<file path="src/rtl/laser_en_pkg.sv">
package laser_en_pkg;

    typedef enum logic [1:0] {
        ST_COLD = 2'd0,
        ST_ON   = 2'd1,
        ST_HOLD = 2'd2
    } seq_state_e;

endpackage

</file>
<file path="src/rtl/lseq_temp_index.sv">
module lseq_temp_index #(
    parameter int TEMP_W    = 8,
    parameter int TEMP_MIN  = -40,
    parameter int TEMP_STEP = 2,
    parameter int TABLE_N   = 72,
    parameter int IDX_W     = 7
) (
    input  logic signed [TEMP_W-1:0] temp_i,
    output logic        [IDX_W-1:0]  idx_o
);

    int off;
    int q;

    always_comb begin
        off = int'(temp_i) - TEMP_MIN;
        if (off < 0) begin
            q = 0;
        end else begin
            q = off / TEMP_STEP;
            if (q > TABLE_N - 1) begin
                q = TABLE_N - 1;
            end
        end
        idx_o = IDX_W'(q);
    end

endmodule

</file>
<file path="src/rtl/lseq_power_gate.sv">
module lseq_power_gate #(
    parameter int VCC_W = 10
) (
    input  logic             clk,
    input  logic             rst_n,
    input  logic             supply_ok_i,
    input  logic             temp_done_i,
    input  logic             vcc_done_i,
    input  logic [VCC_W-1:0] vcc_val_i,
    input  logic [VCC_W-1:0] vlo_thresh_i,
    input  logic             vlo_en_i,
    output logic             ready_o
);

    typedef struct packed {
        logic temp_seen;
        logic vcc_good;
    } gate_t;

    gate_t g_d, g_q;

    always_comb begin
        g_d = g_q;
        if (temp_done_i) begin
            g_d.temp_seen = 1'b1;
        end
        if (vcc_done_i) begin
            g_d.vcc_good = (vcc_val_i > vlo_thresh_i);
        end
        if (!supply_ok_i) begin
            g_d = '0;
        end
    end

    always_ff @(posedge clk or negedge rst_n) begin
        if (!rst_n) begin
            g_q <= '0;
        end else begin
            g_q <= g_d;
        end
    end

    assign ready_o = supply_ok_i && g_q.temp_seen && (!vlo_en_i || g_q.vcc_good);

endmodule

</file>
<file path="src/rtl/laser_en_seq.sv">
module laser_en_seq
    import laser_en_pkg::*;
#(
    parameter int TEMP_W    = 8,
    parameter int VCC_W     = 10,
    parameter int TEMP_MIN  = -40,
    parameter int TEMP_STEP = 2,
    parameter int TABLE_N   = 72,
    localparam int IDX_W    = $clog2(TABLE_N)
) (
    input  logic                     clk,
    input  logic                     rst_n,
    input  logic                     supply_ok,
    input  logic                     temp_done,
    input  logic signed [TEMP_W-1:0] temp_val,
    input  logic                     vcc_done,
    input  logic [VCC_W-1:0]         vcc_val,
    input  logic                     vlo_alarm_en,
    input  logic [VCC_W-1:0]         vlo_thresh,
    input  logic                     txd_pin,
    input  logic                     txd_soft,
    input  logic                     fault_latched,
    input  logic                     bias_auto_en,
    input  logic                     burst_en,
    output logic                     mod_en,
    output logic [IDX_W-1:0]         mod_idx,
    output logic                     bias_start,
    output logic                     bias_manual
);

    logic             dis;
    logic             ready;
    logic [IDX_W-1:0] idx_new;

    assign dis = txd_pin | txd_soft | fault_latched;

    lseq_power_gate #(
        .VCC_W(VCC_W)
    ) gate_i (
        .clk         (clk),
        .rst_n       (rst_n),
        .supply_ok_i (supply_ok),
        .temp_done_i (temp_done),
        .vcc_done_i  (vcc_done),
        .vcc_val_i   (vcc_val),
        .vlo_thresh_i(vlo_thresh),
        .vlo_en_i    (vlo_alarm_en),
        .ready_o     (ready)
    );

    lseq_temp_index #(
        .TEMP_W   (TEMP_W),
        .TEMP_MIN (TEMP_MIN),
        .TEMP_STEP(TEMP_STEP),
        .TABLE_N  (TABLE_N),
        .IDX_W    (IDX_W)
    ) index_i (
        .temp_i(temp_val),
        .idx_o (idx_new)
    );

    typedef struct packed {
        seq_state_e       st;
        logic             pend;
        logic             start;
        logic             manual;
        logic [IDX_W-1:0] idx;
    } seq_t;

    seq_t s_d, s_q;

    always_comb begin
        s_d        = s_q;
        s_d.start  = 1'b0;
        s_d.manual = !bias_auto_en;
        if (temp_done) begin
            s_d.idx = idx_new;
        end
        case (s_q.st)
            ST_COLD: begin
                if (ready && !dis) begin
                    s_d.st   = ST_ON;
                    s_d.pend = bias_auto_en;
                end
            end
            ST_ON: begin
                if (dis) begin
                    s_d.st   = ST_HOLD;
                    s_d.pend = 1'b0;
                end else if (!bias_auto_en) begin
                    s_d.pend = 1'b0;
                end else if (s_q.pend && burst_en) begin
                    s_d.start = 1'b1;
                    s_d.pend  = 1'b0;
                end
            end
            ST_HOLD: begin
                if (!dis) begin
                    s_d.st   = ST_ON;
                    s_d.pend = bias_auto_en;
                end
            end
            default: begin
                s_d.st   = ST_COLD;
                s_d.pend = 1'b0;
            end
        endcase
        if (!supply_ok) begin
            s_d.st    = ST_COLD;
            s_d.pend  = 1'b0;
            s_d.start = 1'b0;
        end
    end

    always_ff @(posedge clk or negedge rst_n) begin
        if (!rst_n) begin
            s_q <= '0;
        end else begin
            s_q <= s_d;
        end
    end

    assign mod_en      = (s_q.st == ST_ON);
    assign mod_idx     = s_q.idx;
    assign bias_start  = s_q.start;
    assign bias_manual = s_q.manual;

endmodule

</file>
<file path="config.mk">
export PLATFORM = sky130hd
export DESIGN_NAME = laser_en_seq
export DESIGN_NICKNAME = d
export VERILOG_FILES = /design/src/rtl/laser_en_pkg.sv /design/src/rtl/lseq_temp_index.sv /design/src/rtl/lseq_power_gate.sv /design/src/rtl/laser_en_seq.sv
export SDC_FILE = /design/constraint.sdc
export NUM_CORES = 1
export LEC_CHECK = 0
export BUFFER_PORTS_ARGS = -buffer_cell sky130_fd_sc_hd__buf_2
export CELL_PAD_IN_SITES_DETAIL_PLACEMENT = 0
export CELL_PAD_IN_SITES_GLOBAL_PLACEMENT = 2
export CORE_UTILIZATION = 28
export CTS_CLUSTER_DIAMETER = 100
export DETAILED_ROUTE_END_ITERATION = 10
export PLACE_DENSITY_LB_ADDON = 0.1
export SLEW_MARGIN = 0
export SYNTH_ARGS = -nofsm -noshare
export SYNTH_HDL_FRONTEND = slang
export SYNTH_SLANG_ARGS = --single-unit
export TNS_END_PERCENT = 1
</file>
<file path="constraint.sdc">
create_clock -name clk -period 1.4 [get_ports clk]
set_clock_uncertainty 0.15 [all_clocks]
set_input_delay 0.07 -clock clk [delete_from_list [all_inputs] [get_ports clk]]
set_output_delay 0.07 -clock clk [all_outputs]
set_load 0.02 [all_outputs]
</file>
==> flow_metrics.tcl, run 1 <==
set metrics [dict create \
    status "finished, violations left" \
    violations "setup timing" \
    fmax_mhz 433.8 \
    finalNonFillerCells 326 \
    cts_buffers 3 \
    synth_area_leaders "dfrtp_1 (24%), ha_1 (20%), inv_1 (5.5%)" \
    final_util 0.4955 \
    grtUsageTotal 0.1577 \
    overflow 0 \
    worstPathArrival_ns 2.34 \
    rsz0062_at_grt "true" \
    internal_power_mw 0.9793 \
    drc 0 \
    syn_nets 234 \
    power_leakage_nw 1.165 \
    p_per_area_nw_per_um2 581.9 \
    diodes 0 \
    h-tree-depth 1 \
    finalHoldViolations 0 \
    wl_per_cell_um 12.24 \
    layout_common_cells "buf_2 (44), buf_4 (39), inv_1 (18)" \
    power_frac_comb 0.405 \
    port-buffer-count 48 \
    ys_seq_area_frac 0.2433 \
    max-cap-violations 0 \
    num_io_pins 49 \
    crit_type "in2reg" \
    ys_seq_elements 14 \
    synth_edf_count 0 \
    cp-end-kind "flop" \
    core_area_sq_um 4848 \
    p_sw_mw 0.4186 \
    synth_top_area_share 0.2433 \
    fin_nets 322 \
    setup_viol 7 \
    grt_pass1_wl_mm 6.734 \
    antenna_found_initial 0 \
    avgSynthCellArea_sq_um 8.373 \
    netlist_instances 172 \
    synth_top_cell_by_area "dfrtp_1" \
    grt_pass1_vias 1495 \
    post-dp-hpwl_mm 3.088 \
    synth_ff_type "dfrtp_1" \
    syn_to_final_growth_pct 66.81 \
    synth_area_sq_um 1440 \
    placed_cells 309 \
    gp_congestion 0.8053 \
    chipWidth_um 73.72 \
    cts_tree "done" \
    num_vias 1494 \
    finalCritPeriodShare 1.647 \
    wl_mm 3.989 \
    worstMarginPinSlew_ns 0.3461 \
    critPathMaxFanout 8 \
    hold-worst-slack_ns 0.002300 \
    drtIter0Drc 8 \
    clock_latency_ns 0.24 \
    synth_cell_types 42 \
    die_area_sq_um 5434 \
    clock-sinks 14 \
    path_cells "buf_6 > clkinvlp_4 > xnor2_2 > or3_4 > o21ai_2 > and2_4 > nand3_2 > ha_1 > nor4b_2 > nand4_1 > a21oi_2 > o21a_1 > a21bo_1" \
    num_rows 25 \
    hold_path.class "in2reg" \
    clock_path_buffers 2 \
    ant_nets 0 \
    drv_slew 0 \
    drtPass1Iterations 4 \
    slew-limit-headroom 0.7668 \
    ir_worst_vdd_mv 0.4918 \
    min_period_ns 2.305 \
    sw_frac_of_total 0.2995 \
    layout-drive-gt1-share 0.4942 \
    max_stage_delay_ns 0.33 \
    pwr-share-seq 0.322 \
    yosys_warnings 0 \
    cts_root_buffer "clkbuf_8" \
    setup_tns_ns -6.122 \
    grt_max_degree 15 \
    clkPwrFrac 0.273 \
    critPathRequiredTime_ns 1.43 \
    cp_slowest_cell "or3_4" \
    final_common_cell "buf_2" \
    viasPerCell 4.583 \
    start_kind "primary input" \
    clkTransAtPathRegs_ns 0.06 \
    start_util 0.2970 \
    async_flop_share 1.000 \
    die_h_um 73.72 \
    layout_setup_ws_ns -0.9053 \
]
## logic make-up after synthesis
family          Yosys count  share of synthesized area
fa+ha+maj                23                     0.1998
compound gates           37                     0.1755
simple gates             59                     0.2311
buf+inv                  31                     0.1017
xor+xnor                  8                    0.04866
flops                    14                     0.2433
## critical path, delay by kind of cell
kind                     cells  cell delay, ns
XOR/XNOR                     1            0.16
AND/OR/NAND/NOR              5            1.05
buffers and inverters        2            0.20
adder cells (fa/ha/maj)      1            0.28
AO/OA/AOI/OAI                4            0.58
## cell usage after synthesis, types with 3 or more instances
| cell | count |
|---|---|
| nor2_1 | 7 |
| nand4_1 | 6 |
| nand2_1 | 11 |
| o21ai_1 | 3 |
| inv_1 | 21 |
| nor2b_1 | 4 |
| o21ai_0 | 7 |
| dfrtp_1 | 14 |
| xnor2_1 | 6 |
| buf_4 | 8 |
| and3_1 | 3 |
| nand3_1 | 10 |
| ha_1 | 23 |
| a21oi_1 | 8 |
## per-layer routing
metal,vias up,wire (um),track usage,share of wire
met1,674,1980,0.2152,0.50
met2,29,1880,0.2650,0.47
met5,-,0,0,0
met3,0,128,0.03292,0.032
met4,0,0,0.01282,0
li1,791,-,-,-
## cell type report
type	count	area, sq um
Timing Repair Buffer	93	631.9
Fill cell	482	2446
Clock buffer	4	55.05
Sequential cell	14	350.3
Multi-Input combinational cell	127	1196
Tap cell	67	83.83
Inverter	21	85.08
## repair_timing
item                                    in CTS  in global routing
resized for setup                           22                  6
cloned                                       0                  0
pin swaps                                   15                  9
hold buffers                                 5                  0
hold endpoints to repair                    20                  0
endpoints found under the setup margin       7                  9
buffers inserted                             7                  2
## worst paths after layout
kind                          startpoint       endpoint  slack [ns]  cells past startpoint
max in group asynchronous          rst_n     mod_idx[4]        0.76                      2
min in group asynchronous          rst_n         s_q[9]        0.10                      2
max reg2reg                gate_i.g_q[0]         s_q[9]        0.10                      6
min reg2reg                gate_i.g_q[1]  gate_i.g_q[1]        0.35                      1
max                          temp_val[6]     mod_idx[3]       -0.91                     13
min                        fault_latched     bias_start       0.002                      4
## stage by stage
stage / setup slack (ns) / power (mW) / cell area [sq um]
CTS: -0.8938 / 1.403 / 2354
floorplan: -0.9246 / 0.7472 / 1585
finish: -0.9053 / 1.398 / 2402
global placement: -1.202 / 0.9465 / 2097
detailed placement: -1.262 / 0.9537 / 2097
global route: -1.056 / 1.507 / 2402
## sequential cells by signal (all words and copies together), names as in the netlist
register,count
bias_manual,1
s_q,3
gate_i.g_q,2
mod_idx,7
bias_start,1
## power groups by stage
stage	combinational, mW	clock (mW)	sequential, mW
after floorplan	0.294	0	0.454
after global placement	0.490	0	0.457
after detailed placement	0.498	0	0.456
after CTS	0.553	0.400	0.450
after global routing	0.629	0.424	0.454
final	0.566	0.382	0.450
Power figures use the tool's default switching activity.
==> run 2: changes to the inputs <==
--- a/config.mk
+++ b/config.mk
@@ -8,11 +8,11 @@
 export BUFFER_PORTS_ARGS = -buffer_cell sky130_fd_sc_hd__buf_2
 export CELL_PAD_IN_SITES_DETAIL_PLACEMENT = 0
 export CELL_PAD_IN_SITES_GLOBAL_PLACEMENT = 2
-export CORE_UTILIZATION = 28
+export CORE_UTILIZATION = 29
+export CTS_BUF_LIST = sky130_fd_sc_hd__clkbuf_2
 export CTS_CLUSTER_DIAMETER = 100
 export DETAILED_ROUTE_END_ITERATION = 10
-export PLACE_DENSITY_LB_ADDON = 0.1
-export SLEW_MARGIN = 0
+export PLACE_DENSITY_LB_ADDON = 0.08
 export SYNTH_ARGS = -nofsm -noshare
 export SYNTH_HDL_FRONTEND = slang
 export SYNTH_SLANG_ARGS = --single-unit
==> run 2 against run 1 <==
The flow still finishes with violations (setup timing). Via count rose by 4.1%. Cell count rose by 1.2%. Die area fell by 3.3%. Design area fell by 0.57%. Clock power fell by 52%. Setup slack improved by 0.021 ns. Hold slack improved by 0.027 ns. First-iteration DRC count rose to 2.9 times the previous value. Sequential power barely moved. Highest routed layer unchanged.
==> flow_metrics.tcl, run 2 (synthesis results as in run 1) <==
set metrics [dict create \
    die_area_sq_um 5252 \
    ant_nets 0 \
    largest_reg_flops 7 \
    p_per_area_nw_per_um2 506.0 \
    grtUsageTotal 0.1598 \
    power_frac_comb 0.477 \
    worstPathArrival_ns 2.31 \
    rsz0062_at_grt "true" \
    final_common_cell "buf_2" \
    max_stage_delay_ns 0.30 \
    die_h_um 72.47 \
    setup_viol 7 \
    sw_frac_of_total 0.3380 \
    h-tree-depth 1 \
    cts_tree "done" \
    path_common_cell "ha_4" \
    num_io_pins 49 \
    port-buffer-count 48 \
    antenna_found_initial 0 \
    post-dp-hpwl_mm 3.157 \
    pwr-share-seq 0.372 \
    chipWidth_um 72.47 \
    slew-limit-headroom 0.7479 \
    regArea_sq_um 350.3 \
    grt_max_degree 15 \
    start_kind "primary input" \
    layout-drive-gt1-share 0.4905 \
    clock_path_buffers 2 \
    drc 0 \
    cp_slowest_cell "nor4_1" \
    clock_latency_ns 0.27 \
    status "finished, violations left" \
    clkPwrFrac 0.152 \
    hold_path.class "in2reg" \
    drv_slew 0 \
    placed_cells 310 \
    wl_mm 4.072 \
    start_util 0.3029 \
    final_util 0.5024 \
    grt_pass1_wl_mm 6.665 \
    gp_congestion 0.8426 \
    num_rows 25 \
    layout_setup_ws_ns -0.8844 \
    viasPerCell 4.715 \
    setup_tns_ns -5.855 \
    syn_to_final_growth_pct 65.86 \
    wl_per_cell_um 12.34 \
    internal_power_mw 0.8001 \
    finalNonFillerCells 330 \
    max-cap-violations 0 \
    fillers 481 \
    drtIter0Drc 23 \
    layout_common_cells "buf_2 (45), buf_4 (42), inv_1 (18)" \
    cts_buffers 3 \
    crit_type "in2reg" \
    fmax_mhz 437.7 \
    power_leakage_nw 1.162 \
    worstMarginPinSlew_ns 0.3742 \
    ir_worst_vdd_mv 0.6054 \
    critPathRequiredTime_ns 1.42 \
    min_period_ns 2.284 \
    critPathMaxFanout 5 \
    clock-sinks 14 \
    cts_root_buffer "clkbuf_2" \
    num_vias 1556 \
    clkTransAtPathRegs_ns 0.12 \
    grt_pass1_vias 1533 \
    path_cells "buf_12 > a21oi_4 > o21ai_4 > inv_4 > and2_4 > ha_4 > nand4bb_1 > inv_2 > nand2_2 > ha_4 > nor4b_4 > nand4_1 > nor4_1 > o21ai_1 > o221ai_1" \
    core_area_sq_um 4755 \
    pre_cts_slack_ns -1.279 \
    violations "setup timing" \
    multi_input_area_sq_um 1182 \
    diodes 0 \
    fin_nets 326 \
    postLayoutCellArea_sq_um 2389 \
    drtPass1Iterations 4 \
    finalHoldViolations 0 \
    overflow 0 \
    power.total_mw 1.209 \
    finalCritPeriodShare 1.632 \
    hold-worst-slack_ns 0.02904 \
    dpl_cell_area_sq_um 2105 \
    cp-end-kind "flop" \
    p_sw_mw 0.4086 \
]
-- run 2: cell types whose count changed in the layout (fill, tap and decap cells not counted), sizes merged --
| cell | previous run | this run |
|---|---|---|
| clkbuf | 4 | 3 |
| buf | 88 | 92 |
| clkinv | 0 | 1 |
-- run 2: worst paths after layout --
| check | start | end | slack [ns] | cells past startpoint |
|---|---|---|---|---|
| min in group asynchronous | rst_n | bias_start | 0.05 | 2 |
| setup reg to reg | gate_i.g_q[0] | s_q[9] | 0.07 | 6 |
| hold / removal | vcc_done | gate_i.g_q[0] | 0.03 | 3 |
| setup / recovery | temp_val[4] | mod_idx[5] | -0.88 | 15 |
| hold reg to reg | gate_i.g_q[1] | gate_i.g_q[1] | 0.36 | 1 |
| max in group asynchronous | rst_n | gate_i.g_q[0] | 0.80 | 2 |
-- run 2: power by group through the flow --
stage               clock, mW  sequential, mW  combinational (mW)
floorplan                   0           0.454               0.294
global placement            0           0.458               0.495
detailed placement          0           0.456               0.504
CTS                     0.195           0.449               0.542
global route            0.216           0.453               0.638
finish                  0.183           0.449               0.576
-- run 2: cell type report --
| type | count | area share |
|---|---|---|
| inverters | 21 | 0.03562 |
| clock buffers | 3 | 0.006286 |
| well taps | 67 | 0.03510 |
| flip-flops and latches | 14 | 0.1467 |
| clock inverters | 1 | 0.001572 |
| multi-input cells | 127 | 0.4950 |
| repair buffers | 97 | 0.2797 |
-- run 2: per-layer routing --
metal,routed length (um),up-vias,global-route usage
li1,-,795,-
met1,1931,727,0.2104
met2,2005,34,0.2845
met3,135,0,0.02639
met4,0,0,0.01307
met5,0,-,0
-- run 2: what timing repair did --
item | 4_1_cts | 5_1_grt
gates resized for setup | 14 | 15
setup endpoints to repair | 7 | 9
hold endpoints to repair | 21 | 0
buffers inserted | 8 | 4
hold buffers | 5 | 0
gates cloned | 0 | 0
pin swaps | 14 | 10
-- run 2: critical path, delay by kind of cell --
family,cells,cell delay (ns)
adder cells (fa/ha/maj),2,0.32
AND/OR/NAND/NOR,6,1.15
buffers and inverters,3,0.33
AO/OA/AOI/OAI,4,0.44
==> run 3: changes to the inputs <==
--- a/config.mk
+++ b/config.mk
@@ -13,6 +13,7 @@
 export CTS_CLUSTER_DIAMETER = 100
 export DETAILED_ROUTE_END_ITERATION = 10
 export PLACE_DENSITY_LB_ADDON = 0.08
+export REMOVE_ABC_BUFFERS = 1
 export SYNTH_ARGS = -nofsm -noshare
 export SYNTH_HDL_FRONTEND = slang
 export SYNTH_SLANG_ARGS = --single-unit
==> constraint.sdc (replaced) <==
create_clock -name clk -period 1.4 [get_ports clk]
set_clock_uncertainty 0.15 [all_clocks]
set_input_delay 0.21 -clock clk [delete_from_list [all_inputs] [get_ports clk]]
set_output_delay 0.21 -clock clk [all_outputs]
set_load 0.02 [all_outputs]
==> run 3 against run 2 <==
The run still ends with setup timing left. Wire length decreased by 5.3%. Clock-buffer cell count unchanged. Flip-flop and latch count unchanged. Power fell by 1.3%. Core utilization decreased by 1.2 points. Clock power rose by 3%. Cell count down 0.30%. Combinational power down 3.5%. Hold slack gained 0.027 ns. Sequential power is essentially flat. Register-to-register slack improved by 0.04 ns. Critical path type unchanged. Critical endpoint is now mod_idx[3]. Highest routed layer is now met4.
==> flow_metrics.tcl, run 3 (synthesis results as in run 1) <==
set metrics [dict create \
    wl_per_cell_um 11.73 \
    post-dp-hpwl_mm 3.070 \
    path_common_cell "buf_4" \
    hold_path.class "in2reg" \
    slew-limit-headroom 0.6996 \
    antenna_found_initial 0 \
    viasPerCell 4.657 \
    grt_pass1_vias 1495 \
    fmax_mhz 410.7 \
    postLayoutCellArea_sq_um 2332 \
    fin_nets 325 \
    clock_latency_ns 0.28 \
    grt_pass1_wl_mm 6.368 \
    clkTransAtPathRegs_ns 0.15 \
    start_util 0.3029 \
    p_per_area_nw_per_um2 511.5 \
    drc 0 \
    layout_common_cells "buf_2 (45), buf_4 (45), inv_1 (18)" \
    num_rows 25 \
    finalCritPeriodShare 1.739 \
    finalHoldViolations 0 \
    drv_slew 0 \
    rsz0062_at_grt "true" \
    max_stage_delay_ns 0.22 \
    hold-worst-slack_ns 0.05647 \
    worstPathArrival_ns 2.52 \
    critPathMaxFanout 4 \
    cp-end-kind "flop" \
    pre_cts_slack_ns -1.687 \
    core_area_sq_um 4755 \
    power_leakage_nw 1.149 \
    port-buffer-count 48 \
    max-cap-violations 0 \
    grt_max_degree 15 \
    ant_nets 0 \
    cp_slowest_cell "o21a_1" \
    gp_congestion 0.8194 \
    setup_viol 7 \
    critPathRequiredTime_ns 1.48 \
    crit_type "in2reg" \
    min_period_ns 2.435 \
    h-tree-depth 1 \
    drtPass1Iterations 4 \
    cts_root_buffer "clkbuf_2" \
    clock_path_buffers 2 \
    cts_buffers 3 \
    drtIter0Drc 20 \
    die_area_sq_um 5252 \
    ir_worst_vdd_mv 0.4051 \
    violations "setup timing" \
    status "finished, violations left" \
    chipWidth_um 72.47 \
    die_h_um 72.47 \
    largest_reg_flops 7 \
    num_vias 1532 \
    grtUsageTotal 0.1527 \
    layout-drive-gt1-share 0.4962 \
    start_kind "primary input" \
    r2r-start "gate_i.g_q[0]" \
    overflow 0 \
    num_io_pins 49 \
    cts_tree "done" \
    crit_path_start "temp_val[3]" \
    wl_mm 3.858 \
    diodes 0 \
    min_from "supply_ok" \
    clock-sinks 14 \
    syn_to_final_growth_pct 61.95 \
    layout_setup_ws_ns -1.035 \
    path_cells "buf_8 > a21oi_4 > o21ai_2 > inv_1 > and2_4 > ha_4 > nand4bb_1 > buf_4 > buf_4 > buf_4 > buf_4 > buf_4 > nor2_2 > nand4_1 > a21oi_2 > o21a_1 > a21bo_1" \
    dpl_cell_area_sq_um 1937 \
    worstMarginPinSlew_ns 0.4505 \
]
run 3: changes by cell type in the layout (fill, tap and decap cells not counted), moves of 2 or more:
cell / previous run / this run
nand2_1: 6 / 10
nand2_2: 5 / 1
buf_4: 42 / 45
ha_2: 1 / 4
buf_12: 2 / 0
dlygate4sd3_1: 5 / 3
ha_4: 9 / 7
inv_2: 1 / 3
o21ai_2: 1 / 3
run 3: through the flow:
step	instances	TNS [ns]	util	power [mW]
after global routing	329	-7.476	0.4905	1.295
after floorplan	162	-9.855	-	0.6786
final	329	-6.909	0.4905	1.193
after detailed placement	309	-11.75	0.4074	0.9139
after global placement	309	-10.71	0.4074	0.8976
after CTS	327	-6.840	0.4816	1.199
run 3: final cells by class:
cell class	instances	area (sq um)
clock inverters	1	3.754
repair buffers	96	630.6
inverters	21	78.83
clock buffers	3	15.01
multi-input cells	127	1170
fillers	485	2422
flip-flops and latches	14	350.3
well taps	67	83.83
run 3: critical path, delay by kind of cell:
family                   cells  cell delay, ns
AND/OR/NAND/NOR              4            0.57
adder cells (fa/ha/maj)      1            0.15
buffers and inverters        7            0.83
AO/OA/AOI/OAI                5            0.76
run 3: worst paths after layout:
check / end / slack (ns) / depth (start not counted)
worst max-delay path: mod_idx[3] / -1.04 / 17
worst min-delay path: s_q[10] / 0.06 / 3
worst max register to register: s_q[9] / 0.11 / 6
worst min register to register: gate_i.g_q[1] / 0.34 / 1
max in group asynchronous: mod_idx[6] / 0.66 / 2
min in group asynchronous: s_q[10] / 0.18 / 2
run 3: where the power goes:
| group | leakage (nW) | switching [mW] | internal [mW] |
|---|---|---|---|
| clock | 0.0140 | 0.126 | 0.0621 |
| sequential | 0.180 | 0.0162 | 0.433 |
| combinational | 0.954 | 0.266 | 0.290 |
run 3: what timing repair did:
action | CTS | global route
pin swaps | 18 | 10
gates resized for setup | 48 | 8
setup endpoints to repair | 9 | 9
endpoints found under the hold margin | 16 | 0
buffers inserted | 11 | 3
hold buffers | 3 | 0
run 3: routing by layer:
metal  global-route usage  vias up  part of all wire
met3              0.03194        4             0.038
met2               0.2762       37              0.49
met4              0.02614        0            0.0075
met5                    0        -                 0
met1               0.1879      693              0.47
li1                     -      798                 -
